File: src/rtl/irq_svc_pkg.sv
package irq_svc_pkg;
  typedef enum logic {
    TRIG_EDGE  = 1'b0,
    TRIG_LEVEL = 1'b1
  } trig_e;
endpackage

File: src/rtl/irq_pin_track.sv
module irq_pin_track
  import irq_svc_pkg::*;
(
  input  logic clk,
  input  logic rst,
  input  logic line_i,
  input  logic pol_i,
  input  logic lvl_i,
  input  logic mask_i,
  input  logic grant_i,
  input  logic inflight_i,
  input  logic set_remote_i,
  input  logic eoi_hit_i,
  output logic pend_o,
  output logic remote_o,
  output logic elig_o
);
  trig_e trig;
  logic  eff, eff_q, rise;

  assign trig = trig_e'(lvl_i);
  assign eff  = line_i ^ pol_i;
  assign rise = eff & ~eff_q;

  always_ff @(posedge clk) begin
    if (rst) begin
      eff_q    <= 1'b0;
      pend_o   <= 1'b0;
      remote_o <= 1'b0;
    end else begin
      eff_q <= eff;
      if (trig == TRIG_LEVEL) pend_o <= eff;
      else                    pend_o <= eff & (rise | (pend_o & ~grant_i));
      if (set_remote_i)       remote_o <= 1'b1;
      else if (eoi_hit_i)     remote_o <= 1'b0;
    end
  end

  always_comb begin
    if (trig == TRIG_LEVEL) elig_o = pend_o & ~remote_o & ~mask_i & ~inflight_i;
    else                    elig_o = pend_o;
  end
endmodule

File: src/rtl/irq_low_first.sv
module irq_low_first #(
  parameter int NUM_REQ = 8,
  localparam int IDX_W = (NUM_REQ > 1) ? $clog2(NUM_REQ) : 1
) (
  input  logic [NUM_REQ-1:0] req,
  output logic [NUM_REQ-1:0] gnt,
  output logic [IDX_W-1:0]   idx,
  output logic               any
);
  always_comb begin
    gnt = '0;
    idx = '0;
    any = 1'b0;
    for (int i = NUM_REQ - 1; i >= 0; i--) begin
      if (req[i]) begin
        gnt    = '0;
        gnt[i] = 1'b1;
        idx    = IDX_W'(i);
        any    = 1'b1;
      end
    end
  end
endmodule

File: src/rtl/irq_eoi_match.sv
module irq_eoi_match #(
  parameter int NUM_PINS = 8,
  parameter int VEC_W    = 8
) (
  input  logic                      eoi_valid,
  input  logic                      eoi_level,
  input  logic [VEC_W-1:0]          eoi_vector,
  input  logic [NUM_PINS*VEC_W-1:0] cfg_vector,
  output logic [NUM_PINS-1:0]       hit
);
  for (genvar g = 0; g < NUM_PINS; g++) begin : g_cmp
    assign hit[g] = eoi_valid & eoi_level & (cfg_vector[g*VEC_W +: VEC_W] == eoi_vector);
  end
endmodule

File: src/rtl/irq_service_unit.sv
module irq_service_unit #(
  parameter int NUM_PINS = 8,
  parameter int VEC_W    = 8,
  parameter int MODE_W   = 3,
  localparam int IDX_W   = (NUM_PINS > 1) ? $clog2(NUM_PINS) : 1
) (
  input  logic                       clk,
  input  logic                       rst,
  input  logic [NUM_PINS-1:0]        line_lvl,
  input  logic [NUM_PINS-1:0]        cfg_polarity,
  input  logic [NUM_PINS-1:0]        cfg_level_trig,
  input  logic [NUM_PINS-1:0]        cfg_mask,
  input  logic [NUM_PINS*VEC_W-1:0]  cfg_vector,
  input  logic [NUM_PINS*MODE_W-1:0] cfg_mode,
  input  logic                       eoi_valid,
  input  logic                       eoi_level,
  input  logic [VEC_W-1:0]           eoi_vector,
  input  logic                       dlv_accept,
  output logic                       dlv_valid,
  output logic [IDX_W-1:0]           dlv_pin,
  output logic [VEC_W-1:0]           dlv_vector,
  output logic [MODE_W-1:0]          dlv_mode,
  output logic                       dlv_level,
  output logic [NUM_PINS-1:0]        pend_o,
  output logic [NUM_PINS-1:0]        remote_o
);
  logic [NUM_PINS-1:0] elig, gnt, eoi_hit;
  logic [IDX_W-1:0]    sel;
  logic                any_elig;

  irq_eoi_match #(.NUM_PINS(NUM_PINS), .VEC_W(VEC_W)) u_eoi (
    .eoi_valid  (eoi_valid),
    .eoi_level  (eoi_level),
    .eoi_vector (eoi_vector),
    .cfg_vector (cfg_vector),
    .hit        (eoi_hit)
  );

  for (genvar g = 0; g < NUM_PINS; g++) begin : g_pin
    logic inflight, set_rem;
    assign inflight = dlv_valid && (dlv_pin == IDX_W'(g));
    assign set_rem  = inflight & dlv_accept & dlv_level;
    irq_pin_track u_pin (
      .clk          (clk),
      .rst          (rst),
      .line_i       (line_lvl[g]),
      .pol_i        (cfg_polarity[g]),
      .lvl_i        (cfg_level_trig[g]),
      .mask_i       (cfg_mask[g]),
      .grant_i      (gnt[g]),
      .inflight_i   (inflight),
      .set_remote_i (set_rem),
      .eoi_hit_i    (eoi_hit[g]),
      .pend_o       (pend_o[g]),
      .remote_o     (remote_o[g]),
      .elig_o       (elig[g])
    );
  end

  irq_low_first #(.NUM_REQ(NUM_PINS)) u_pick (
    .req (elig),
    .gnt (gnt),
    .idx (sel),
    .any (any_elig)
  );

  always_ff @(posedge clk) begin
    if (rst) begin
      dlv_valid  <= 1'b0;
      dlv_pin    <= '0;
      dlv_vector <= '0;
      dlv_mode   <= '0;
      dlv_level  <= 1'b0;
    end else begin
      dlv_valid <= any_elig & ~cfg_mask[sel];
      if (any_elig) begin
        dlv_pin    <= sel;
        dlv_vector <= cfg_vector[sel*VEC_W +: VEC_W];
        dlv_mode   <= cfg_mode[sel*MODE_W +: MODE_W];
        dlv_level  <= cfg_level_trig[sel];
      end
    end
  end
endmodule

File: config.mk
export PLATFORM = sky130hd
export DESIGN_NAME = irq_service_unit
export DESIGN_NICKNAME = d
export VERILOG_FILES = /design/src/rtl/irq_svc_pkg.sv /design/src/rtl/irq_pin_track.sv /design/src/rtl/irq_low_first.sv /design/src/rtl/irq_eoi_match.sv /design/src/rtl/irq_service_unit.sv
export SDC_FILE = /design/constraint.sdc
export NUM_CORES = 1
export LEC_CHECK = 0
export ABC_AREA = 1
export BUFFER_PORTS_ARGS = -buffer_cell sky130_fd_sc_hd__buf_4
export CORE_UTILIZATION = 40
export DETAILED_ROUTE_END_ITERATION = 6
export GPL_TIMING_DRIVEN = 1
export PLACE_DENSITY = 0.74
export SYNTH_ARGS = -nofsm -noshare
export SYNTH_HDL_FRONTEND = slang
export SYNTH_SLANG_ARGS = --single-unit
export TNS_END_PERCENT = 50
File: constraint.sdc
create_clock -name clk -period 1.9 [get_ports clk]
set_input_delay 0.095 -clock clk [delete_from_list [all_inputs] [get_ports clk]]
set_output_delay 0.095 -clock clk [all_outputs]
set_load 0.03 [all_outputs]
==> impl_metrics.json, run 1 <==
{
  "routed_wirelength_mm": 20.8,
  "rsz0062_at_grt": "true",
  "grt_antenna_before_repair": 0,
  "leakage_nw": 3.67,
  "fillerInstances": 739,
  "min_period_over_period_pct": 120,
  "die_height_um": 101,
  "portBuffers": 164,
  "grt_first_pass_wirelength_mm": 28.4,
  "yosysWarningCount": 0,
  "synth_top_cells_by_area": "sky130_fd_sc_hd__dfxtp_1 20%, sky130_fd_sc_hd__nand2_1 19%, sky130_fd_sc_hd__nand3_1 17%, sky130_fd_sc_hd__inv_1 8.8%, sky130_fd_sc_hd__buf_4 4.8%",
  "synthesis.area_per_instance_um2": 5.90,
  "postSynthNetCount": 802,
  "core_um2": 9420,
  "post_synthesis_instance_area_um2": 3950,
  "post_route_antenna_net_violation_count": 0,
  "cts_num_sinks": 40,
  "critical_path_required_ns": 2.13,
  "maxClockFrequency_ghz": 0.439,
  "crit_fanout": 5,
  "layout.nets": 1028,
  "via_count_of_the_first_global_routing_pass": 5517,
  "r2r.worst_path.cells": 16,
  "tritoncts": "yes",
  "die_x_um": 101,
  "crit_path_end_kind": "flop",
  "async_set_reset_flop_share_out_of_synthesis_pct": 0,
  "pin_count": 165,
  "via_count": 5859,
  "violations": "setup timing",
  "fin_area_um2": 7090,
  "r2r_end": "g_pin[5].u_pin.pend_o",
  "area_growth_pct": 79.5,
  "crit_type": "flop to flop",
  "worst_setup_path_startpoint": "dlv_pin[1]",
  "timing.critical_path.to": "g_pin[5].u_pin.pend_o",
  "timing.clock.skew_ns": 0.0106,
  "synth_area_leader_cell": "sky130_fd_sc_hd__dfxtp_1",
  "post-synth-top-area-fraction_pct": 20.3,
  "yosys.cell_count.top_type": "sky130_fd_sc_hd__nand2_1",
  "clk_pin_slew_ns": 0.10,
  "cts_hold_buf": 0,
  "post_synth_top_cells": "197 x sky130_fd_sc_hd__nand2_1, 133 x sky130_fd_sc_hd__nand3_1, 93 x sky130_fd_sc_hd__inv_1",
  "clk-insertion-delay-late_ns": 0.31,
  "commonest_register_cell_after_synthesis": "sky130_fd_sc_hd__dfxtp_1",
  "reg2reg_slack_ns": -0.38,
  "detail_route.wl_per_cell_um": 20.3,
  "result_of_the_run": "finished, violations left",
  "drtPass1Iterations": 5,
  "worst_ep_arrival_time_ns": 2.51,
  "detailed_place.area_um2": 5540,
  "synth.distinct_cells": 39,
  "std_cell_rows": 35,
  "ctsLongestPathBuffers": 2,
  "layout.core_utilization_pct": 75.3,
  "timing.final.crit_period_ns": 2.28,
  "finalHoldViolCount": 0,
  "cts_max_level": 2,
  "grt_usage_pct": 36.4,
  "synth_edf_count": 0,
  "post_route_cells_drive_above_1_share_pct": 48.9,
  "ys_ff_latch": 40,
  "rr_startpoint": "dlv_pin[1]",
  "synth-seq-area-share_pct": 20.3,
  "syn-instance-count": 669,
  "setup_ws_ns": -0.378,
  "hold_class": "primary input to flop",
  "dp_hpwl_mm": 13.4,
  "grt_max_degree": 30,
  "vias_per_cell": 5.72,
  "drc": 0,
  "irDropWorstVdd_uv": 632,
  "drt_iter0_markers": 456,
  "drv_slew": 0,
  "cts-buffers-inserted": 5,
  "floorplan.initialDensity_pct": 41.9,
  "tightestPinTransition_ns": 0.443,
  "max_slew_margin_pct": 69.7,
  "root_buffer": "sky130_fd_sc_hd__clkbuf_8",
  "gp_routability_congestion": 0.959,
  "drv_cap": 0,
  "pwr_density_cell_nw_per_um2": 686,
  "startpoint_of_the_most_critical_hold_path": "line_lvl[0]",
  "num_antenna_cells": 0,
  "report.final.setup_viol": 21,
  "globalRoute.totalOverflow": 0,
  "critPathLaunchType": "flop",
  "dieArea_um2": 10300
}
## per-stage QoR
step	power (mW)	hold slack, ns	TNS, ns	setup WS (ns)	std cells
final	4.86	0.0568	-4.89	-0.378	1025
after CTS	4.33	0.0539	-2.96	-0.222	1013
after global placement	3.08	0.359	-5.12	-0.380	968
after floorplan	2.20	0.238	0	0.00552	669
after detailed placement	3.10	0.371	-5.79	-0.427	968
after global routing	5.04	0.0723	-6.70	-0.443	1025
## routing by layer
| layer | vias up | global-route usage, % | share of wire, % |
|---|---|---|---|
| li1 | 2629 | - | - |
| met1 | 2700 | 43.6 | 37 |
| met2 | 432 | 64.3 | 48 |
| met3 | 98 | 3.73 | 8.9 |
| met4 | 0 | 18.6 | 5.4 |
| met5 | - | 0 | 0 |
## placed cells by master (no fill, tap or decap), types with 10 or more instances in the layout
| cell | netlist | layout |
|---|---|---|
| sky130_fd_sc_hd__nor2_1 | 23 | 18 |
| sky130_fd_sc_hd__a21oi_1 | 17 | 16 |
| sky130_fd_sc_hd__inv_1 | 93 | 87 |
| sky130_fd_sc_hd__buf_4 | 25 | 226 |
| sky130_fd_sc_hd__buf_12 | 0 | 12 |
| sky130_fd_sc_hd__nand3_4 | 0 | 10 |
| sky130_fd_sc_hd__nand2_1 | 197 | 151 |
| sky130_fd_sc_hd__nand2_4 | 2 | 18 |
| sky130_fd_sc_hd__nand2_2 | 5 | 32 |
| sky130_fd_sc_hd__dfxtp_1 | 40 | 36 |
| sky130_fd_sc_hd__xnor2_1 | 19 | 19 |
| sky130_fd_sc_hd__buf_6 | 4 | 15 |
| sky130_fd_sc_hd__o2111ai_1 | 12 | 12 |
| sky130_fd_sc_hd__nand3_2 | 8 | 60 |
| sky130_fd_sc_hd__nand3_1 | 133 | 71 |
## repair_timing
| action | in CTS | in global routing |
|---|---|---|
| gates cloned | 6 | 9 |
| setup buffers | 31 | 7 |
| pin swaps | 27 | 48 |
| setup endpoints to repair | 17 | 21 |
| gates resized for setup | 76 | 131 |
## power breakdown
part / leakage [nW] / internal [mW] / switching [mW]
logic: 3.29 / 1.37 / 1.70
clock network: 0.0548 / 0.397 / 0.378
registers: 0.332 / 0.939 / 0.0790
total: 3.67 / 2.71 / 2.15
## state kept, by name, indices dropped and copies added, names as in the netlist
signal and count:
dlv_vector 8, g_pin.u_pin.eff_q 8, g_pin.u_pin.pend_o 8, g_pin.u_pin.remote_o 8
dlv_mode 3, dlv_pin 3, dlv_level 1, dlv_valid 1
## worst max-delay path, cell delays in order, from the launching register on
cell and delay (ns):
sky130_fd_sc_hd__dfxtp_4 0.38, sky130_fd_sc_hd__buf_6 0.12, sky130_fd_sc_hd__nor2_4 0.12, sky130_fd_sc_hd__nand2_1 0.08
sky130_fd_sc_hd__nand3_1 0.09, sky130_fd_sc_hd__nand2_2 0.08, sky130_fd_sc_hd__buf_4 0.13, sky130_fd_sc_hd__buf_4 0.12
sky130_fd_sc_hd__buf_4 0.12, sky130_fd_sc_hd__buf_4 0.12, sky130_fd_sc_hd__buf_4 0.12, sky130_fd_sc_hd__buf_4 0.12
sky130_fd_sc_hd__buf_4 0.12, sky130_fd_sc_hd__buf_4 0.12, sky130_fd_sc_hd__nand2_1 0.06, sky130_fd_sc_hd__o21ai_0 0.12
sky130_fd_sc_hd__a31oi_1 0.18
## how the worst min path moves through the flow
stage / slack [ns] / to / cells past startpoint
after floorplan: 0.24 / dlv_valid / 3
after global placement: 0.36 / g_pin[1].u_pin.eff_q / 3
after detailed placement: 0.37 / g_pin[4].u_pin.eff_q / 3
after CTS: 0.05 / g_pin[4].u_pin.eff_q / 3
after global routing: 0.07 / g_pin[0].u_pin.eff_q / 3
final: 0.06 / g_pin[0].u_pin.eff_q / 3
## area by class of cell
type                    count  area [µm²]  share of cell area, %
well taps                 129         161                   2.28
clock buffers               5        68.8                  0.971
repair buffers            266        2420                   34.2
inverters                  99         399                   5.63
flip-flops and latches     40         811                   11.4
repair inverters            1        6.26                 0.0883
clock inverters             3        46.3                  0.653
multi-input cells         482        3170                   44.8
## cell families (layout without fill, tap and decap cells)
family | after synthesis | count (layout) | share of synthesized area, %
AO/OA/AOI/OAI | 70 | 70 | 12.5
XOR/XNOR | 24 | 24 | 5.32
flip-flops | 40 | 40 | 20.3
buffers and inverters | 148 | 374 | 17.5
AND/OR/NAND/NOR | 387 | 388 | 44.4
Note: power is estimated with default switching activity, not from simulation.
==> run 2: changes to the inputs <==
--- a/config.mk
+++ b/config.mk
@@ -7,10 +7,10 @@
 export LEC_CHECK = 0
 export ABC_AREA = 1
 export BUFFER_PORTS_ARGS = -buffer_cell sky130_fd_sc_hd__buf_4
-export CORE_UTILIZATION = 40
+export CORE_UTILIZATION = 45
 export DETAILED_ROUTE_END_ITERATION = 6
 export GPL_TIMING_DRIVEN = 1
-export PLACE_DENSITY = 0.74
+export PLACE_DENSITY = 0.82
 export SYNTH_ARGS = -nofsm -noshare
 export SYNTH_HDL_FRONTEND = slang
 export SYNTH_SLANG_ARGS = --single-unit
==> run 2 against run 1 <==
  * The flow still finishes with violations (setup timing)
  * Hold slack got worse by 0.011 ns
  * Clock skew down 0.00083 ns
  * Sequential share of layout area increased by 2.1 points
  * Maximum frequency up 1.1%
  * Critical path depth is 1 lower
  * Total power fell by 14%
  * Critical endpoint is now dlv_valid
==> impl_metrics.json, run 2 (synthesis results as in run 1) <==
{
  "setup_ws_ns": -0.353,
  "detailed_place.area_um2": 5490,
  "multiInputGateArea_um2": 2680,
  "worst_path_max_delay_cell": "sky130_fd_sc_hd__dfxtp_4",
  "post_route_antenna_net_violation_count": 0,
  "maxClockFrequency_ghz": 0.444,
  "drc": 0,
  "root_buffer": "sky130_fd_sc_hd__clkbuf_8",
  "startpoint_of_the_most_critical_hold_path": "line_lvl[0]",
  "via_count": 5561,
  "std_cell_rows": 33,
  "internal_power_mw": 2.38,
  "drt_iter0_markers": 634,
  "grt_first_pass_wirelength_mm": 25.9,
  "drv_cap": 0,
  "grt_max_degree": 45,
  "timing.critical_path.slowest_cell_delay_ns": 0.43,
  "clk-insertion-delay-late_ns": 0.31,
  "p_seq_share_pct": 24.6,
  "pin_count": 165,
  "fin_area_um2": 6010,
  "worst_setup_path_startpoint": "dlv_pin[1]",
  "report.final.setup_viol": 19,
  "post_route_cells_drive_above_1_share_pct": 37.5,
  "vias_per_cell": 5.77,
  "grt_usage_pct": 37.8,
  "globalRoute.totalOverflow": 0,
  "critical_path_required_ns": 2.10,
  "netSwitchingPower_mw": 1.79,
  "leakage_nw": 3.20,
  "layout.nets": 990,
  "final_cell_mix": "219 x sky130_fd_sc_hd__buf_4, 180 x sky130_fd_sc_hd__nand2_1, 114 x sky130_fd_sc_hd__nand3_1",
  "cts_num_sinks": 40,
  "timing.critical_path.mode_cell": "sky130_fd_sc_hd__nand2_1",
  "min_period_over_period_pct": 119,
  "num_antenna_cells": 0,
  "timing.clock.skew_ns": 0.00979,
  "netSwitchingFraction_pct": 42.9,
  "cpLargestDelayFamily": "simple AND/OR/NAND/NOR gates",
  "tightestPinTransition_ns": 0.677,
  "result_of_the_run": "finished, violations left",
  "cts_max_level": 2,
  "detail_route.wl_per_cell_um": 18.6,
  "max_slew_margin_pct": 54.8,
  "crit_path_end_kind": "flop",
  "ctsLongestPathBuffers": 2,
  "core_um2": 8340,
  "crit_fanout": 21,
  "cts-buffers-inserted": 5,
  "irDropWorstVdd_uv": 571,
  "finalHoldViolCount": 0,
  "floorplan.initialDensity_pct": 47.3,
  "area_growth_pct": 52.2,
  "dieArea_um2": 9150,
  "grt_antenna_before_repair": 0,
  "critPathBufInv": 3,
  "hold_ws_ns": 0.0455,
  "pwr_density_cell_nw_per_um2": 694,
  "die_x_um": 95.7,
  "fin_total_pwr_mw": 4.17,
  "setup_total_negative_slack_ns": -4.62,
  "critPathLaunchType": "flop",
  "drtPass1Iterations": 5,
  "tritoncts": "yes",
  "drv_slew": 0,
  "fillerInstances": 694,
  "timing.final.crit_period_ns": 2.25,
  "clock_power_share_pct": 18.7,
  "gp_routability_congestion": 0.969,
  "clk_pin_slew_ns": 0.09,
  "comb_power_share_pct": 56.7,
  "violations": "setup timing",
  "rr_startpoint": "dlv_pin[1]",
  "seqCellArea_um2": 811,
  "portBuffers": 164,
  "timing.critical_path.cells": "nand2_2 -> nor2_1 -> nor3_1 -> o21ai_2 -> inv_1 -> nor2_4 -> nand2_2 -> nand2_4 -> buf_12 -> buf_4 -> nand3_2 -> nand2_1 -> nand2_1 -> nand2_1 -> nor2_1",
  "worst_ep_arrival_time_ns": 2.45,
  "final_common_cell": "sky130_fd_sc_hd__buf_4",
  "dp_hpwl_mm": 13.0,
  "via_count_of_the_first_global_routing_pass": 5118,
  "dp_slack_ns": -0.259,
  "routed_wirelength_mm": 17.9,
  "die_height_um": 95.7,
  "rsz0062_at_grt": "true",
  "crit_type": "flop to flop",
  "hold_class": "primary input to flop"
}
==> run 2: cell types whose count changed in the layout (fill, tap and decap cells not counted), sizes merged <==
cell / previous run / this run
buf: 259 / 230
clkbuf: 12 / 6
inv: 100 / 98
nand2: 205 / 204
==> run 2: path summary, 6_finish.rpt <==
path | end | slack, ns | cells past startpoint
setup reg to reg | dlv_valid | -0.35 | 15
hold / removal | g_pin[0].u_pin.eff_q | 0.05 | 3
setup / recovery | dlv_valid | -0.35 | 15
hold reg to reg | g_pin[5].u_pin.pend_o | 0.43 | 1
==> run 2: stage by stage <==
step           util (%)  instances
3_3_place_gp       65.9        943
2_1_floorplan         -        669
5_1_grt            72.0        963
4_1_cts            69.9        958
3_5_place_dp       65.9        943
6_report           72.0        963
==> run 2: metal layers <==
metal	GRT usage, %	vias up	wire [µm]
li1	-	2530	-
met1	44.7	2576	6730
met2	65.6	388	8660
met3	4.70	67	1720
met4	21.1	0	747
met5	0	-	0
==> run 2: tightest hold or removal path, stage by stage <==
cell and delay, ns:
sky130_fd_sc_hd__buf_4 0.08, sky130_fd_sc_hd__xnor2_1 0.07, sky130_fd_sc_hd__nor2_1 0.08
==> run 2: final cells by class <==
cell class | count | area share (%)
timing repair buffer | 230 | 31.3
tap | 105 | 2.19
clock inverter | 2 | 0.646
inverter | 99 | 6.41
clock buffer | 6 | 1.37
multi-input combinational | 481 | 44.6
sequential | 40 | 13.5
==> run 2: repair_timing <==
item	in CTS	in global routing
cloned	2	0
hold buffers	0	0
gates resized for setup	27	40
pin swaps	6	11
setup endpoints to repair	15	19
setup buffers	5	6
==> run 2: power groups by stage <==
| stage | combinational, mW | clock [mW] | sequential [mW] |
|---|---|---|---|
| 2_1_floorplan | 1.06 | 0 | 1.14 |
| 3_3_place_gp | 2.04 | 0 | 1.03 |
| 3_5_place_dp | 2.07 | 0 | 1.03 |
| 4_1_cts | 2.24 | 0.778 | 1.01 |
| 5_1_grt | 2.52 | 0.812 | 1.03 |
| 6_report | 2.36 | 0.780 | 1.03 |
==> run 3: changes to the inputs <==
--- a/config.mk
+++ b/config.mk
@@ -10,7 +10,7 @@
 export CORE_UTILIZATION = 45
 export DETAILED_ROUTE_END_ITERATION = 6
 export GPL_TIMING_DRIVEN = 1
-export PLACE_DENSITY = 0.82
+export PLACE_DENSITY = 0.83
 export SYNTH_ARGS = -nofsm -noshare
 export SYNTH_HDL_FRONTEND = slang
 export SYNTH_SLANG_ARGS = --single-unit
==> run 3 against run 2 <==
  * The flow still finishes with violations (setup timing)
  * Count of clock-buffer cells in the layout fell by 1
  * Cell count grew 3.0%
  * Wire length grew 16%
  * Largest cell class unchanged
  * Flip-flop and latch count unchanged
  * Register-to-register slack got worse by 0.07 ns
  * Critical endpoint is now g_pin[7].u_pin.pend_o
  * Worst setup slack worse by 0.071 ns
==> impl_metrics.json, run 3 (synthesis results as in run 1) <==
{
  "maxClockFrequency_ghz": 0.430,
  "crit_path_end_kind": "flop",
  "p_seq_share_pct": 21.9,
  "critical_path_required_ns": 2.13,
  "cts_num_sinks": 40,
  "root_buffer": "sky130_fd_sc_hd__clkbuf_8",
  "grt_usage_pct": 38.5,
  "clk-insertion-delay-late_ns": 0.31,
  "via_count_of_the_first_global_routing_pass": 5352,
  "critPathLaunchType": "flop",
  "report.final.setup_viol": 20,
  "clock_power_share_pct": 16.1,
  "drv_slew": 0,
  "hold_class": "primary input to flop",
  "routed_wirelength_mm": 20.8,
  "result_of_the_run": "finished, violations left",
  "cts_hold_buf": 0,
  "std_cell_rows": 33,
  "worst_setup_path_startpoint": "dlv_pin[0]",
  "layout.nets": 1019,
  "tritoncts": "yes",
  "timing.final.crit_period_ns": 2.32,
  "cts-buffers-inserted": 5,
  "grt_first_pass_wirelength_mm": 26.4,
  "rr_startpoint": "dlv_pin[0]",
  "reg2reg_slack_ns": -0.42,
  "netSwitchingPower_mw": 2.10,
  "layout.core_utilization_pct": 81.8,
  "die_height_um": 95.7,
  "startpoint_of_the_most_critical_hold_path": "line_lvl[2]",
  "min_period_over_period_pct": 122,
  "dieArea_um2": 9150,
  "ctsLongestPathBuffers": 2,
  "via_count": 6060,
  "drc": 0,
  "grt_max_degree": 36,
  "multiInputGateArea_um2": 3010,
  "floorplan.initialDensity_pct": 47.3,
  "worst_ep_arrival_time_ns": 2.56,
  "irDropWorstVdd_uv": 503,
  "setup_total_negative_slack_ns": -5.48,
  "finalHoldViolCount": 0,
  "drtPass1Iterations": 6,
  "tightestPinTransition_ns": 0.656,
  "cts_max_level": 2,
  "grt_antenna_before_repair": 0,
  "detail_route.wl_per_cell_um": 21.0,
  "leakage_nw": 3.56,
  "post_route_cells_drive_above_1_share_pct": 45.1,
  "gp_routability_congestion": 1.00,
  "crit_type": "flop to flop",
  "num_antenna_cells": 0,
  "portBuffers": 164,
  "area_growth_pct": 72.8,
  "internal_power_mw": 2.63,
  "rsz0062_at_grt": "true",
  "post_route_antenna_net_violation_count": 0,
  "dp_hpwl_mm": 12.7,
  "final_common_cell": "sky130_fd_sc_hd__buf_4",
  "drv_cap": 0,
  "setup_ws_ns": -0.424,
  "pwr_density_cell_nw_per_um2": 694,
  "vias_per_cell": 6.11,
  "netSwitchingFraction_pct": 44.4,
  "max_slew_margin_pct": 55.7,
  "violations": "setup timing",
  "pin_count": 165,
  "core_um2": 8340,
  "timing.clock.skew_ns": 0.0122,
  "seqCellArea_um2": 816,
  "die_x_um": 95.7,
  "crit_fanout": 5,
  "fillerInstances": 508,
  "clk_pin_slew_ns": 0.10,
  "comb_power_share_pct": 62.0,
  "drt_iter0_markers": 653,
  "globalRoute.totalOverflow": 0,
  "final_cell_mix": "224 x sky130_fd_sc_hd__buf_4, 159 x sky130_fd_sc_hd__nand2_1, 89 x sky130_fd_sc_hd__nand3_1"
}
run 3: final timing paths:
path,to,cells past startpoint
max,g_pin[7].u_pin.pend_o,17
min,g_pin[2].u_pin.eff_q,3
max reg2reg,g_pin[7].u_pin.pend_o,17
min reg2reg,g_pin[3].u_pin.pend_o,1
run 3: per-layer routing:
metal | global-route usage, % | routed length [µm] | part of all wire (%)
met1 | 44.6 | 7250 | 35
met2 | 66.2 | 9560 | 46
met3 | 6.54 | 2590 | 12
met4 | 22.5 | 1410 | 6.8
met5 | 0 | 0 | 0
run 3: timing repair:
item,CTS,global route
resized for setup,41,120
cloned,4,8
buffers inserted,15,12
setup endpoints to repair,14,20
pin swaps,8,47
run 3: cell type report:
cell class              count  area share [%]
repair buffers            258            34.2
well taps                 105            1.93
flip-flops and latches     40            12.0
multi-input cells         481            44.1
clock inverters             3           0.678
inverters                  99            5.94
clock buffers               5            1.01
repair inverters            1           0.165
run 3: worst max-delay path: stages (launching register included):
cell	delay (ns)
sky130_fd_sc_hd__dfxtp_4	0.41
sky130_fd_sc_hd__inv_6	0.09
sky130_fd_sc_hd__nor2_4	0.04
sky130_fd_sc_hd__nand2_2	0.06
sky130_fd_sc_hd__nand3_2	0.09
sky130_fd_sc_hd__nand2_2	0.12
sky130_fd_sc_hd__nand2_2	0.07
sky130_fd_sc_hd__buf_4	0.14
sky130_fd_sc_hd__buf_4	0.13
sky130_fd_sc_hd__buf_4	0.13
sky130_fd_sc_hd__buf_4	0.12
sky130_fd_sc_hd__buf_4	0.13
sky130_fd_sc_hd__buf_4	0.13
sky130_fd_sc_hd__buf_4	0.12
sky130_fd_sc_hd__buf_4	0.12
sky130_fd_sc_hd__nand3_1	0.07
sky130_fd_sc_hd__o21ai_1	0.09
sky130_fd_sc_hd__a31oi_1	0.19
run 3: metrics by stage:
stage	hold slack, ns	std cells	power [mW]	instance area (µm²)	worst slack [ns]
floorplan	0.238	669	2.20	3950	0.00552
global placement	0.358	945	3.07	5530	-0.192
detailed placement	0.369	945	3.09	5530	-0.232
CTS	0.0571	972	4.08	6050	-0.131
global route	0.0748	992	4.90	6820	-0.449
finish	0.0465	992	4.73	6820	-0.424
run 3: power groups by stage:
stage | sequential (mW) | clock (mW) | combinational, mW
finish | 1.04 | 0.760 | 2.94
CTS | 1.02 | 0.751 | 2.32
global route | 1.04 | 0.793 | 3.07
floorplan | 1.14 | 0 | 1.06
detailed placement | 1.03 | 0 | 2.06
global placement | 1.03 | 0 | 2.05
